--- config.mk ---
export PLATFORM = sky130hd
export DESIGN_NAME = vtbl_lookup
export DESIGN_NICKNAME = d
export VERILOG_FILES = /design/src/rtl/vtbl_pkg.sv /design/src/rtl/vtbl_addr_gen.sv /design/src/rtl/vtbl_byte_pick.sv /design/src/rtl/vtbl_ctrl.sv /design/src/rtl/vtbl_lookup.sv
export SDC_FILE = /design/constraint.sdc
export NUM_CORES = 1
export LEC_CHECK = 0
export ABC_AREA = 1
export BUFFER_PORTS_ARGS = -buffer_cell sky130_fd_sc_hd__buf_2
export CORE_ASPECT_RATIO = 1.75
export CORE_MARGIN = 8
export CORE_UTILIZATION = 54
export CTS_CLUSTER_SIZE = 16
export DETAILED_ROUTE_END_ITERATION = 10
export GPL_ROUTABILITY_DRIVEN = 0
export GPL_TIMING_DRIVEN = 0
export HOLD_SLACK_MARGIN = 0.03
export PLACE_DENSITY = 0.87
export RECOVER_POWER = 50
export SKIP_CTS_REPAIR_TIMING = 1
export SYNTH_ARGS = -nofsm -noshare
export SYNTH_HDL_FRONTEND = slang
export SYNTH_SLANG_ARGS = --single-unit
--- constraint.sdc ---
create_clock -name clk -period 7.75 [get_ports clk]
set_clock_uncertainty 0.2 [all_clocks]
set_input_delay 0 -clock clk [delete_from_list [all_inputs] [get_ports clk]]
set_output_delay 0 -clock clk [all_outputs]
set_load 0.005 [all_outputs]
--- src/rtl/vtbl_pkg.sv ---
package vtbl_pkg;
  typedef enum logic [0:0] {
    ST_IDLE  = 1'b0,
    ST_ISSUE = 1'b1
  } vtbl_state_e;
endpackage

--- src/rtl/vtbl_addr_gen.sv ---
module vtbl_addr_gen #(
  parameter int IDX_W  = 8,
  parameter int REG_AW = 5,
  parameter int LEN_W  = 2,
  parameter int OFF_W  = 4
) (
  input  logic [IDX_W-1:0]  idx_i,
  input  logic [REG_AW-1:0] base_i,
  input  logic [LEN_W-1:0]  tlen_i,
  output logic              hit_o,
  output logic [REG_AW-1:0] reg_o,
  output logic [OFF_W-1:0]  byte_o
);
  logic [IDX_W:0]   limit;
  logic [IDX_W-1:0] blk;

  always_comb begin
    limit  = ({{(IDX_W+1-LEN_W){1'b0}}, tlen_i} + {{IDX_W{1'b0}}, 1'b1}) << OFF_W;
    hit_o  = {1'b0, idx_i} < limit;
    blk    = idx_i >> OFF_W;
    reg_o  = base_i + blk[REG_AW-1:0];
    byte_o = idx_i[OFF_W-1:0];
  end
endmodule

--- src/rtl/vtbl_byte_pick.sv ---
module vtbl_byte_pick #(
  parameter int VREG_W = 128,
  parameter int OFF_W  = 4
) (
  input  logic [VREG_W-1:0] data_i,
  input  logic [OFF_W-1:0]  byte_i,
  output logic [7:0]        byte_o
);
  localparam int HALF_W = VREG_W / 2;
  localparam int HOFF_W = OFF_W - 1;

  logic [HALF_W-1:0] half [2];

  genvar h;
  generate
    for (h = 0; h < 2; h++) begin : g_half
      assign half[h] = data_i[h*HALF_W +: HALF_W];
    end
  endgenerate

  logic [HALF_W-1:0] sel_half;
  logic [HOFF_W-1:0] in_half;

  always_comb begin
    sel_half = half[byte_i[OFF_W-1]];
    in_half  = byte_i[HOFF_W-1:0];
    byte_o   = sel_half[in_half*8 +: 8];
  end
endmodule

--- src/rtl/vtbl_ctrl.sv ---
module vtbl_ctrl
  import vtbl_pkg::*;
#(
  parameter int LANES  = 8,
  parameter int LANE_W = $clog2(LANES)
) (
  input  logic              clk,
  input  logic              rst_n,
  input  logic              start_i,
  input  logic              wb_pend_i,
  output logic              accept_o,
  output logic              issue_o,
  output logic [LANE_W-1:0] lane_o,
  output logic              busy_o
);
  localparam logic [LANE_W-1:0] LAST = LANE_W'(LANES - 1);

  vtbl_state_e       state_q, state_d;
  logic [LANE_W-1:0] lane_q, lane_d;

  always_comb begin
    busy_o   = (state_q != ST_IDLE) || wb_pend_i;
    accept_o = start_i && !busy_o;
    issue_o  = (state_q == ST_ISSUE);
    state_d  = state_q;
    lane_d   = lane_q;
    case (state_q)
      ST_IDLE: begin
        if (accept_o) begin
          state_d = ST_ISSUE;
          lane_d  = '0;
        end
      end
      ST_ISSUE: begin
        lane_d = lane_q + 1'b1;
        if (lane_q == LAST) state_d = ST_IDLE;
      end
      default: state_d = ST_IDLE;
    endcase
  end

  always_ff @(posedge clk or negedge rst_n) begin
    if (!rst_n) begin
      state_q <= ST_IDLE;
      lane_q  <= '0;
    end else begin
      state_q <= state_d;
      lane_q  <= lane_d;
    end
  end

  assign lane_o = lane_q;


  lane_order_chk: assert property (@(posedge clk) disable iff (!rst_n)
    issue_o |=> (issue_o && lane_o == $past(lane_o) + 1'b1) ||
                (!issue_o && $past(lane_o) == LAST));
endmodule

--- src/rtl/vtbl_lookup.sv ---
module vtbl_lookup #(
  parameter int LANES  = 8,
  parameter int IDX_W  = 8,
  parameter int NREGS  = 32,
  parameter int VREG_W = 128,
  parameter int LEN_W  = 2
) (
  input  logic                       clk,
  input  logic                       rst_n,
  input  logic                       start_i,
  input  logic [LANES*IDX_W-1:0]     idx_i,
  input  logic [$clog2(NREGS)-1:0]   base_reg_i,
  input  logic [LEN_W-1:0]           tbl_len_i,
  input  logic [LANES*8-1:0]         init_i,
  output logic                       rf_rd_en_o,
  output logic [$clog2(NREGS)-1:0]   rf_rd_addr_o,
  input  logic [VREG_W-1:0]          rf_rd_data_i,
  output logic                       busy_o,
  output logic                       done_o,
  output logic [LANES*8-1:0]         result_o
);
  localparam int REG_AW = $clog2(NREGS);
  localparam int OFF_W  = $clog2(VREG_W / 8);
  localparam int LANE_W = $clog2(LANES);
  localparam int RES_W  = LANES * 8;
  localparam logic [LANE_W-1:0] LAST = LANE_W'(LANES - 1);

  logic                  accept, issue;
  logic [LANE_W-1:0]     lane;
  logic [LANES*IDX_W-1:0] idx_q;
  logic [REG_AW-1:0]     base_q;
  logic [LEN_W-1:0]      tlen_q;
  logic                  hit;
  logic [REG_AW-1:0]     reg_addr;
  logic [OFF_W-1:0]      byte_sel;
  logic                  wb_vld_q, wb_hit_q;
  logic [LANE_W-1:0]     wb_lane_q;
  logic [OFF_W-1:0]      wb_byte_q;
  logic [7:0]            picked;
  logic [RES_W-1:0]      result_q, result_d;
  logic                  done_q, done_d;

  vtbl_ctrl #(.LANES(LANES), .LANE_W(LANE_W)) u_ctrl (
    .clk      (clk),
    .rst_n    (rst_n),
    .start_i  (start_i),
    .wb_pend_i(wb_vld_q),
    .accept_o (accept),
    .issue_o  (issue),
    .lane_o   (lane),
    .busy_o   (busy_o)
  );

  vtbl_addr_gen #(.IDX_W(IDX_W), .REG_AW(REG_AW), .LEN_W(LEN_W), .OFF_W(OFF_W)) u_addr (
    .idx_i (idx_q[lane*IDX_W +: IDX_W]),
    .base_i(base_q),
    .tlen_i(tlen_q),
    .hit_o (hit),
    .reg_o (reg_addr),
    .byte_o(byte_sel)
  );

  vtbl_byte_pick #(.VREG_W(VREG_W), .OFF_W(OFF_W)) u_pick (
    .data_i(rf_rd_data_i),
    .byte_i(wb_byte_q),
    .byte_o(picked)
  );

  assign rf_rd_en_o   = issue && hit;
  assign rf_rd_addr_o = reg_addr;

  // request capture, enabled on accept
  always_ff @(posedge clk or negedge rst_n) begin
    if (!rst_n) begin
      idx_q  <= '0;
      base_q <= '0;
      tlen_q <= '0;
    end else if (accept) begin
      idx_q  <= idx_i;
      base_q <= base_reg_i;
      tlen_q <= tbl_len_i;
    end
  end

  // writeback stage, aligned with the read latency
  always_ff @(posedge clk or negedge rst_n) begin
    if (!rst_n) begin
      wb_vld_q  <= 1'b0;
      wb_hit_q  <= 1'b0;
      wb_lane_q <= '0;
      wb_byte_q <= '0;
    end else begin
      wb_vld_q <= issue;
      if (issue) begin
        wb_hit_q  <= hit;
        wb_lane_q <= lane;
        wb_byte_q <= byte_sel;
      end
    end
  end

  always_comb begin
    result_d = result_q;
    if (accept) result_d = init_i;
    else if (wb_vld_q && wb_hit_q) result_d[wb_lane_q*8 +: 8] = picked;
    done_d = wb_vld_q && (wb_lane_q == LAST);
  end

  always_ff @(posedge clk or negedge rst_n) begin
    if (!rst_n) begin
      result_q <= '0;
      done_q   <= 1'b0;
    end else begin
      result_q <= result_d;
      done_q   <= done_d;
    end
  end

  assign result_o = result_q;
  assign done_o   = done_q;


  done_pulse_chk: assert property (@(posedge clk) disable iff (!rst_n)
    done_o |=> !done_o);


  done_idle_chk: assert property (@(posedge clk) disable iff (!rst_n)
    done_o |-> !busy_o);


  read_busy_chk: assert property (@(posedge clk) disable iff (!rst_n)
    rf_rd_en_o |-> busy_o);


  miss_keep_chk: assert property (@(posedge clk) disable iff (!rst_n)
    (wb_vld_q && !wb_hit_q) |=> $stable(result_o));


  busy_ignore_chk: assert property (@(posedge clk) disable iff (!rst_n)
    (busy_o && start_i) |=> ($stable(idx_q) && $stable(base_q) && $stable(tlen_q)));
endmodule

# Word-level counts from Yosys, hierarchy flattened

Index checks and enable logic that the tools add are counted.

Register bits after elaboration: 149
Bits in latches: 0
Bits in writable memories: 0
Memory bits (read-only): 0
Input port bits: 266
Output and inout port bits: 72
Memories kept: 0

$add $sub $neg: 4
Multiply operators: 0
Divide/modulo/power cells: 0
Magnitude comparators: 2
Equal/unequal tests: 3
Shift operators: 4
Muxes and demuxes: 11
Bitwise operators: 2
Reduce and logical (&&, ||, !) cells: 7

Operators by type and width:

| operator                | number |
|---|---|
| $mux 64                 | 5 |
| $shiftx 64x7->8         | 2 |
| $bwmux 64               | 1 |
| $shift 8x34->64 const A | 1 |
| $shiftx 8x34->64        | 1 |
| $neg 6->34              | 1 |
| $lt 8x9->1              | 1 |
| $eq 3x3->1 const B      | 2 |
| $pmux 3 s2              | 1 |
| $add 5x4->5             | 1 |
| $logic_and 1x1->1       | 4 |
| $add 2x1->3 const B     | 1 |
| $add 3x1->3 const B     | 1 |
| $mux 3                  | 1 |
| $ge 2x2->1 const B      | 1 |
| $mux 1                  | 2 |
| $ne 2x2->1 const B      | 1 |
| $not 1->2               | 1 |
| $pmux 1 s2              | 1 |
| $reduce_bool 2->1       | 1 |
| $logic_not 1->1         | 1 |
| $logic_or 1x1->1        | 1 |
| $not 1->1               | 1 |

# Logic depth before layout (Yosys ltp)

Gate-level depths: netlist (run 1).

Word-level depth: 9
Depth in mapped cells: 14
Mapped depth without buffers: 11

# Hierarchy

From an unflattened synthesis (run 1), not the netlist that was laid out.

Cells, all modules: 1436
Area total of the unflattened synthesis: 9544.2 sq um

By module, submodules not included:

| module         | times used | cells an instance | area each (sq um) | sequential area each (sq um) |
|---|---|---|---|---|
| vtbl_lookup    | 1          | 988               | 7440.9            | 3628.5 |
| vtbl_byte_pick | 1          | 388               | 1656.6            | 0.0 |
| vtbl_addr_gen  | 1          | 38                | 255.2             | 0.0 |
| vtbl_ctrl      | 1          | 22                | 191.4             | 100.1 |

# Worst setup path before layout (run 1)

OpenSTA, ideal clock, no wires.

Kind: reg-to-reg
From: register wb_lane_q[0]
To: register result_q[46], in the netlist result_o[46]
Library setup time: 0.124 ns
Data arrival time: 2.295 ns
Required time: 7.426 ns
Path slack: 5.131 ns
Cell stages (with the launch flop): 15
Buffers on the path: 5
Cells stage by stage: dfrtp_1 > buf_6 > inv_4 > buf_6 > clkbuf_1 > ha_1 > ha_1 > inv_1 > nand3_2 > or2_1 > buf_6 > buf_6 > nand3_2 > nand2_1 > o21bai_1

Cells in the longest elaborated chain, start to end: 5

Ends and longest elaborated chain:

| item                                                       | line               | text |
|---|---|---|
| start, declared                                            | vtbl_lookup.sv:37  | `logic [LANE_W-1:0] wb_lane_q;` |
| start signal, assigned                                     | vtbl_lookup.sv:96  | `wb_lane_q <= lane;` |
| $neg 6->34 (*)                                             | vtbl_lookup.sv:105 | `else if (wb_vld_q && wb_hit_q) result_d[wb_lane_q*8 +: 8] = picked;` |
| $shiftx 8x34->64 / $shift 8x34->64 (equally long branches) | vtbl_lookup.sv:105 |  |
| $bwmux 64 (*)                                              | vtbl_lookup.sv:105 |  |
| $mux 64 (*)                                                | vtbl_lookup.sv:105 |  |
| $mux 64 (*)                                                | vtbl_lookup.sv:104 | `if (accept) result_d = init_i;` |
| end signal, assigned                                       | vtbl_lookup.sv:114 | `result_q <= result_d;` |
| end, declared                                              | vtbl_lookup.sv:40  | `logic [RES_W-1:0] result_q, result_d;` |

Mark *: on every way between the ends. The rest lies on a longest branch, timed or not. The select of a mux whose other input is x is not followed.
A chain may end at the register's enable or synchronous reset.

==> results of run 1 <==
worst max-delay path: stages:
cell and delay (ns):
dlygate4sd3_1 0.54, dlygate4sd3_1 0.56, clkbuf_1 0.25, clkbuf_1 2.14
report_power, final:
| group | internal (mW) | leakage, nW | switching [mW] |
|---|---|---|---|
| registers | 1.14 | 1.87 | 0.249 |
| clock network | 0.496 | 0.296 | 0.368 |
| logic | 0.969 | 4.89 | 1.79 |
Yosys cell counts (all sizes together):
cell type  number  area share, %
inv           126            5.3
nand3         187             11
a31oi           1          0.070
a21oi           4           0.22
fa              1           0.22
nor3            1           0.18
nor2           44            1.9
or2             2           0.14
dfrtp         149             41
xor2            2           0.19
nand2         526             22
buf            59            4.0
xnor2           1          0.097
a21o            1          0.083
clkinv          2          0.097
ha             12            1.7
nand4          32            2.2
o211ai          4           0.33
o21ai          47            2.6
clkbuf         25            1.1
o21bai         49            4.1
o22ai          12           0.83
per-stage QoR:
stage                     cell area (µm²)  worst slack, ns  instances
final                               12900             3.86       2022
after global routing                12900             3.30       2022
after CTS                           11600             4.38       1881
after detailed placement            11000             4.75       1849
after global placement              11000             4.39       1848
after floorplan                      9000             5.13       1287
state kept, by name, summed over array words and instances, names as in the netlist, 2 cells and up:
| name | cells |
|---|---|
| idx_q | 64 |
| result_o | 64 |
| base_q | 5 |
| wb_byte_q | 4 |
| u_ctrl.lane_o | 3 |
| wb_lane_q | 3 |
| tlen_q | 2 |
routing by layer:
layer	vias to the layer above	track usage, %
li1	5092	-
met1	5282	35.4
met2	863	54.1
met3	232	5.69
met4	0	18.7
met5	-	0
logic make-up (layout without fill, tap and decap cells):
group / after synthesis / in the layout / share of synthesized area (%)
simple gates: 792 / 792 / 37.7
buf+inv: 212 / 720 / 10.5
other cells: 0 / 3 / 0
compound gates: 118 / 118 / 8.24
xor+xnor: 3 / 3 / 0.292
flops: 149 / 149 / 41.4
fa+ha+maj: 13 / 13 / 1.89
cell type report:
cell class | count | area share, %
antenna | 3 | 0.0582
buffer | 84 | 3.54
clock buffer | 19 | 3.43
clock inverter | 13 | 1.28
inverter | 128 | 3.75
multi-input combinational | 926 | 33.5
sequential | 149 | 28.9
tap | 224 | 2.17
timing repair buffer | 476 | 23.3
worst max path at each step:
stage | depth (start not counted) | startpoint | slack [ns] | to
after global placement | 1 | rst_n | 4.39 | idx_q[38]
after floorplan | 14 | wb_lane_q[0] | 5.13 | result_o[46]
after CTS | 12 | u_ctrl.lane_o[1] | 4.38 | rf_rd_addr_o[4]
after global routing | 4 | rst_n | 3.30 | result_o[0]
final | 4 | rst_n | 3.86 | result_o[7]
after detailed placement | 13 | wb_lane_q[0] | 4.75 | result_o[4]
==> flow_summary.json, run 1 <==
{
  "post_drt_via_cell_ratio": 5.67,
  "wl_met1_um": 13600,
  "avgSynthCellArea_um2": 6.99,
  "insertion_delay_ns": 0.42,
  "drc_errors": 0,
  "min_from": "rf_rd_data_i[126]",
  "tightest_slew_ns": 3.00,
  "antenna_found_initial": 3,
  "wl_per_cell_um": 20.2,
  "dr.pass1.iters": 8,
  "cts-root-buf": "clkbuf_16",
  "hold_end": "result_o[6]",
  "clock.fmax_mhz": 257,
  "required_ns": 7.41,
  "cts_tree": "done",
  "final_max_slew_viol_count": 57,
  "fin_nets": 2061,
  "portBuffers": 337,
  "path_clk_slew_ns": 0.06,
  "hold_class": "in2reg",
  "mostFrequentLayoutCells": "519 x nand2_1, 319 x buf_2, 178 x nand3_1, 149 x dfrtp_1, 137 x dlygate4sd3_1",
  "ir_drop_mv": 0.421,
  "grt_pass1_vias": 10200,
  "crit_arrival_ns": 3.55,
  "violations": "capacitance limit, slew limit",
  "clock_sinks": 149,
  "power_leakage_nw": 7.05,
  "power_density_mw_per_mm2": 388,
  "fin_hold_ws_ns": 0.0707,
  "multi_input_area_mm2": 0.00433,
  "grt_pass1_wl_um": 53000,
  "areaGrowthSynthToFinish_pct": 43.4,
  "initial_utilization_pct": 55.0,
  "ys_ff_latch": 149,
  "finalSetupTns_ns": 0,
  "drt_iter0_markers": 1482,
  "end_kind": "asynchronous set/reset pin",
  "highest_layer": "met4",
  "finalSetupViolCount": 0,
  "rsz0062_at_grt": "false",
  "r2r_end": "result_o[4]",
  "regArea_mm2": 0.00373,
  "n_fill_cell": 1153,
  "r2r-start": "wb_lane_q[0]",
  "rr_worst_depth": 13,
  "ant_nets": 0,
  "power_mw": 5.01,
  "finalCoreUtilization_pct": 78.9,
  "final_common_cell": "nand2_1",
  "yosysWarnings": 0,
  "synthCells": 1287,
  "grt_overflow": 0,
  "met3_length_um": 3700,
  "die-height_um": 187,
  "cp_max_fo": 56,
  "fin_crit_ns": 3.89,
  "routed_wl_um": 40800,
  "synthesis.area_mm2": 0.00900,
  "synth_cell_types": 35,
  "drive_gt1_share_pct": 22.0,
  "critPathLaunchType": "primary input",
  "fp.dieW_um": 114,
  "fp-row-count": 62,
  "htreeDepth": 4,
  "status": "complete, but fails checks",
  "slew_headroom_pct": -100,
  "finalCritPeriodShare_pct": 50.2,
  "clk_path_buf_depth": 2,
  "hold_viol": 0,
  "ios": 338,
  "whs_path_depth": 9,
  "die_area_mm2": 0.0212,
  "met2_length_um": 20700,
  "numCtsBuffers": 17,
  "dpl.hpwl_um": 26800,
  "synth_seq_area_share_pct": 41.4,
  "critPathKind": "in2async",
  "drv_cap": 1,
  "r2r_slack_ns": 4.71,
  "grt_max_degree": 94,
  "vias": 11500,
  "track_usage_pct": 31.5,
  "synth_fp_nets": 1566,
  "core_mm2": 0.0164
}
(Power assumes the default switching activity.)
==> run 2: changes to the inputs <==
Settings changed: CORE_UTILIZATION 54 to 45, PLACE_DENSITY 0.87 to 0.77.
Clock period 7.75 ns to 3.5 ns, I/O delays scaled along.
==> run 2 against run 1 <==
The flow still finishes with violations (capacitance limit, slew limit). Sequential power increased by 120%. Die area increased by 18%. Critical path depth increased by 8. Via count decreased by 3.3%. Clock power increased by 120%. Cell count increased by 1.1%. Setup slack got worse by 3.7 ns. Largest cell class unchanged. Highest routed layer unchanged.
==> flow_summary.json, run 2 (synthesized netlist as in run 1, its figures left out) <==
{
  "violations": "capacitance limit, slew limit",
  "crit_chain": "buf_2 -> inv_1 -> clkbuf_4 -> o21ai_0 -> o22ai_1 -> nand2_1 -> o21ai_2 -> inv_1 -> fa_1 -> o21ai_0 -> xor2_1 -> buf_2",
  "grt_use_met3_pct": 4.48,
  "portBuffers": 337,
  "hold_class": "in2reg",
  "wl_per_cell_um": 19.1,
  "cp_top_family": "buffers and inverters",
  "setup_slack_ns": 0.145,
  "n_fill_cell": 1634,
  "required_ns": 3.30,
  "drv_cap": 1,
  "dr.pass1.iters": 8,
  "busiest_layer": "met2",
  "fp.dieW_um": 123,
  "status": "complete, but fails checks",
  "path_clk_slew_ns": 0.06,
  "numCtsBuffers": 17,
  "drc_errors": 0,
  "insertion_delay_ns": 0.43,
  "hold_viol": 0,
  "routed_wl_um": 39100,
  "met1_usage_pct": 29.7,
  "fin_hold_ws_ns": 0.0970,
  "slew_headroom_pct": -43.7,
  "track_usage_pct": 27.7,
  "cts-root-buf": "clkbuf_16",
  "multi_input_area_mm2": 0.00434,
  "die-height_um": 203,
  "tightest_slew_ns": 2.15,
  "fin_crit_ns": 3.36,
  "slowest_delay_ns": 0.44,
  "place_ws_ns": 0.543,
  "crit_arrival_ns": 3.16,
  "grt_pass1_wl_um": 53600,
  "grtUsageMet2_pct": 49.1,
  "crit_slowest_cell": "fa_1",
  "areaGrowthSynthToFinish_pct": 43.8,
  "critPathKind": "reg2out",
  "fin_nets": 2061,
  "clock.fmax_mhz": 298,
  "power_mw": 10.9,
  "initial_utilization_pct": 45.8,
  "cp_max_fo": 10,
  "power_leakage_nw": 7.10,
  "regArea_mm2": 0.00373,
  "ant_nets": 0,
  "end_kind": "output pin",
  "die_area_mm2": 0.0250,
  "clk_path_buf_depth": 2,
  "finalSetupTns_ns": 0,
  "grt_overflow": 0,
  "clock_sinks": 149,
  "grt_pass1_vias": 10300,
  "rsz0062_at_grt": "false",
  "power_density_mw_per_mm2": 842,
  "dpl.hpwl_um": 28200,
  "finalCritPeriodShare_pct": 95.9,
  "vias": 11100,
  "antenna_found_initial": 6,
  "critPathLaunchType": "register",
  "finalSetupViolCount": 0,
  "mostFrequentLayoutCells": "519 x nand2_1, 336 x buf_2, 178 x nand3_1, 149 x dfrtp_1, 137 x dlygate4sd3_1",
  "final_common_cell": "nand2_1",
  "drive_gt1_share_pct": 23.1,
  "core_mm2": 0.0197,
  "drt_iter0_markers": 1146,
  "final_max_slew_viol_count": 96,
  "htreeDepth": 4,
  "post_drt_via_cell_ratio": 5.43,
  "grt_max_degree": 96,
  "ir_drop_mv": 0.692,
  "cts_tree": "done",
  "fp-row-count": 68,
  "path_buf_inv": 5,
  "ios": 338,
  "finalCoreUtilization_pct": 65.9
}
## run 2: worst min-delay path: stages
cell	delay, ns
dlygate4sd3_1	0.51
buf_2	0.09
nand2_1	0.04
nand2_1	0.04
## run 2: through the flow
stage | std cells | cell area [µm²]
2_1_floorplan | 1287 | 9000
3_3_place_gp | 1869 | 11000
3_5_place_dp | 1870 | 11000
4_1_cts | 1900 | 11600
5_1_grt | 2043 | 12900
6_report | 2044 | 12900
## run 2: area by class of cell
cell class,count,share of cell area (%)
antenna,6,0.116
buffer,84,3.59
clock buffer,19,3.42
clock inverter,11,1.16
inverter,128,3.74
multi-input combinational,926,33.5
sequential,149,28.8
tap,245,2.37
timing repair buffer,476,23.3
## run 2: metal layers
| metal | up-vias | wire (µm) |
|---|---|---|
| met4 | 0 | 2780 |
| met1 | 5082 | 13400 |
| met2 | 702 | 19700 |
| met3 | 216 | 3170 |
| li1 | 5095 | - |
| met5 | - | 0 |
## run 2: worst paths after layout
kind	startpoint	end	slack, ns	depth (start not counted)
min in group asynchronous	rst_n	result_o[41]	0.94	4
hold / removal	idx_i[37]	idx_q[37]	0.1	4
hold reg to reg	u_ctrl.issue_o	wb_vld_q	0.25	0
max in group asynchronous	rst_n	wb_byte_q[0]	0.55	4
setup / recovery	u_ctrl.lane_o[1]	rf_rd_addr_o[4]	0.14	12
setup reg to reg	wb_lane_q[0]	result_o[7]	0.53	13
## run 2: power breakdown
| group | internal (mW) | switching [mW] |
|---|---|---|
| clock network | 1.14 | 0.750 |
| registers | 2.52 | 0.496 |
| logic | 2.17 | 3.82 |
==> run 3: changes to the inputs <==
Settings changed: PLACE_DENSITY 0.77 to default, PLACE_DENSITY_LB_ADDON from default to 0.05.
==> run 3 against run 2 <==
The flow still finishes with violations (capacitance limit, slew limit). Register-to-register slack is essentially flat. Utilization is essentially flat. Count of clock-buffer cells in the layout grew 1. Sequential power is essentially flat. Flip-flop and latch count is the same. Via count shrank 5.6%. Die area is the same. Critical path type unchanged. Critical endpoint unchanged. Largest power group unchanged.
==> flow_summary.json, run 3 (synthesized netlist as in run 1, its figures left out) <==
{
  "hold_viol": 0,
  "power_density_mw_per_mm2": 834,
  "place_area_mm2": 0.0110,
  "hold_end": "idx_q[20]",
  "dpl.hpwl_um": 28300,
  "areaGrowthSynthToFinish_pct": 43.8,
  "required_ns": 3.30,
  "mostFrequentLayoutCells": "519 x nand2_1, 330 x buf_2, 178 x nand3_1, 149 x dfrtp_1, 136 x dlygate4sd3_1",
  "drc_errors": 0,
  "status": "complete, but fails checks",
  "portBuffers": 337,
  "fin_nets": 2059,
  "path_clk_slew_ns": 0.06,
  "r2r-start": "wb_lane_q[0]",
  "drive_gt1_share_pct": 22.9,
  "fin_crit_ns": 3.37,
  "cts-root-buf": "clkbuf_16",
  "place_ws_ns": 0.463,
  "power_mw": 10.8,
  "hold_class": "in2reg",
  "vias": 10500,
  "htreeDepth": 4,
  "grt_pass1_vias": 10100,
  "critPathKind": "reg2out",
  "fin_hold_ws_ns": 0.0830,
  "dr.pass1.iters": 5,
  "power_leakage_nw": 7.08,
  "multi_input_area_mm2": 0.00434,
  "ant_nets": 0,
  "clk_path_buf_depth": 2,
  "core_mm2": 0.0197,
  "routed_wl_um": 37400,
  "finalSetupViolCount": 0,
  "slew_headroom_pct": -40.1,
  "grt_overflow": 0,
  "antenna_found_initial": 6,
  "ios": 338,
  "clock_sinks": 149,
  "regArea_mm2": 0.00373,
  "die_area_mm2": 0.0250,
  "track_usage_pct": 28.2,
  "post_drt_via_cell_ratio": 5.13,
  "grt_pass1_wl_um": 53800,
  "ir_drop_mv": 0.672,
  "min_from": "idx_i[20]",
  "whs_path_depth": 4,
  "violations": "capacitance limit, slew limit",
  "r2r_end": "result_o[4]",
  "rsz0062_at_grt": "false",
  "drv_cap": 1,
  "cts_tree": "done",
  "fp.dieW_um": 123,
  "insertion_delay_ns": 0.43,
  "r2r_slack_ns": 0.53,
  "final_common_cell": "nand2_1",
  "initial_utilization_pct": 45.8,
  "tightest_slew_ns": 2.10,
  "critPathLaunchType": "register",
  "clock.fmax_mhz": 297,
  "drt_iter0_markers": 677,
  "n_fill_cell": 1817,
  "rr_worst_depth": 13,
  "numCtsBuffers": 17,
  "end_kind": "output pin",
  "die-height_um": 203,
  "grt_max_degree": 84,
  "cp_max_fo": 10,
  "setup_slack_ns": 0.132,
  "finalCritPeriodShare_pct": 96.2,
  "fp-row-count": 68,
  "final_max_slew_viol_count": 84,
  "wl_per_cell_um": 18.3,
  "design_area_mm2": 0.0129,
  "crit_arrival_ns": 3.17
}
==> run 3: changes by cell type in the layout (fill, tap and decap cells not counted), sizes merged <==
cell and change:
buf -6, clkinv +1, clkbuf +6, inv -2, dlygate4sd3 -1, clkinvlp +1
==> run 3: layer usage <==
layer / GRT usage [%] / share of wire, % / routed length [µm]
met5: 0 / 0 / 0
met2: 50.3 / 53 / 19600
met4: 16.5 / 4.8 / 1810
met3: 4.78 / 6.8 / 2540
met1: 30.0 / 36 / 13400
==> run 3: area by class of cell <==
class	instances	area share, %
multi-input cells	926	33.6
diodes	6	0.116
clock buffers	20	3.45
inverters	128	3.74
flip-flops and latches	149	28.8
clock inverters	11	1.18
repair buffers	474	23.2
plain buffers	84	3.59
well taps	245	2.37
==> run 3: how the worst max path moves through the flow <==
stage	end	from	slack [ns]
final	rf_rd_addr_o[4]	u_ctrl.lane_o[0]	0.13
after global routing	rf_rd_addr_o[3]	u_ctrl.lane_o[0]	0.009
after CTS	rf_rd_addr_o[4]	u_ctrl.lane_o[1]	-0.02
after detailed placement	rf_rd_addr_o[4]	u_ctrl.lane_o[1]	0.46
after global placement	idx_q[45]	rst_n	-0.01
after floorplan	result_o[46]	wb_lane_q[0]	0.88
==> run 3: through the flow <==
| stage | cells | util, % | TNS [ns] |
|---|---|---|---|
| 4_1_cts | 1901 | 59.2 | -0.0188 |
| 3_3_place_gp | 1869 | 55.9 | -0.363 |
| 6_report | 2043 | 65.8 | 0 |
| 3_5_place_dp | 1870 | 56.1 | 0 |
| 5_1_grt | 2043 | 65.8 | 0 |
| 2_1_floorplan | 1287 | - | 0 |
==> run 3: worst max-delay path, cell delays in order, from the launching register on <==
cell and delay, ns:
dfrtp_1 0.52, clkbuf_1 0.48, nor2_1 0.13, o22ai_2 0.21, nand2_1 0.10, o21ai_1 0.18, inv_1 0.10, fa_1 0.43
o21ai_0 0.26, xor2_1 0.19, buf_2 0.14
==> run 3: power breakdown <==
group / internal [mW] / switching, mW / leakage (nW) / total, mW
logic: 2.17 / 3.70 / 4.93 / 5.87
registers: 2.52 / 0.490 / 1.87 / 3.01
clock network: 1.14 / 0.765 / 0.283 / 1.90
total: 5.83 / 4.96 / 7.08 / 10.8
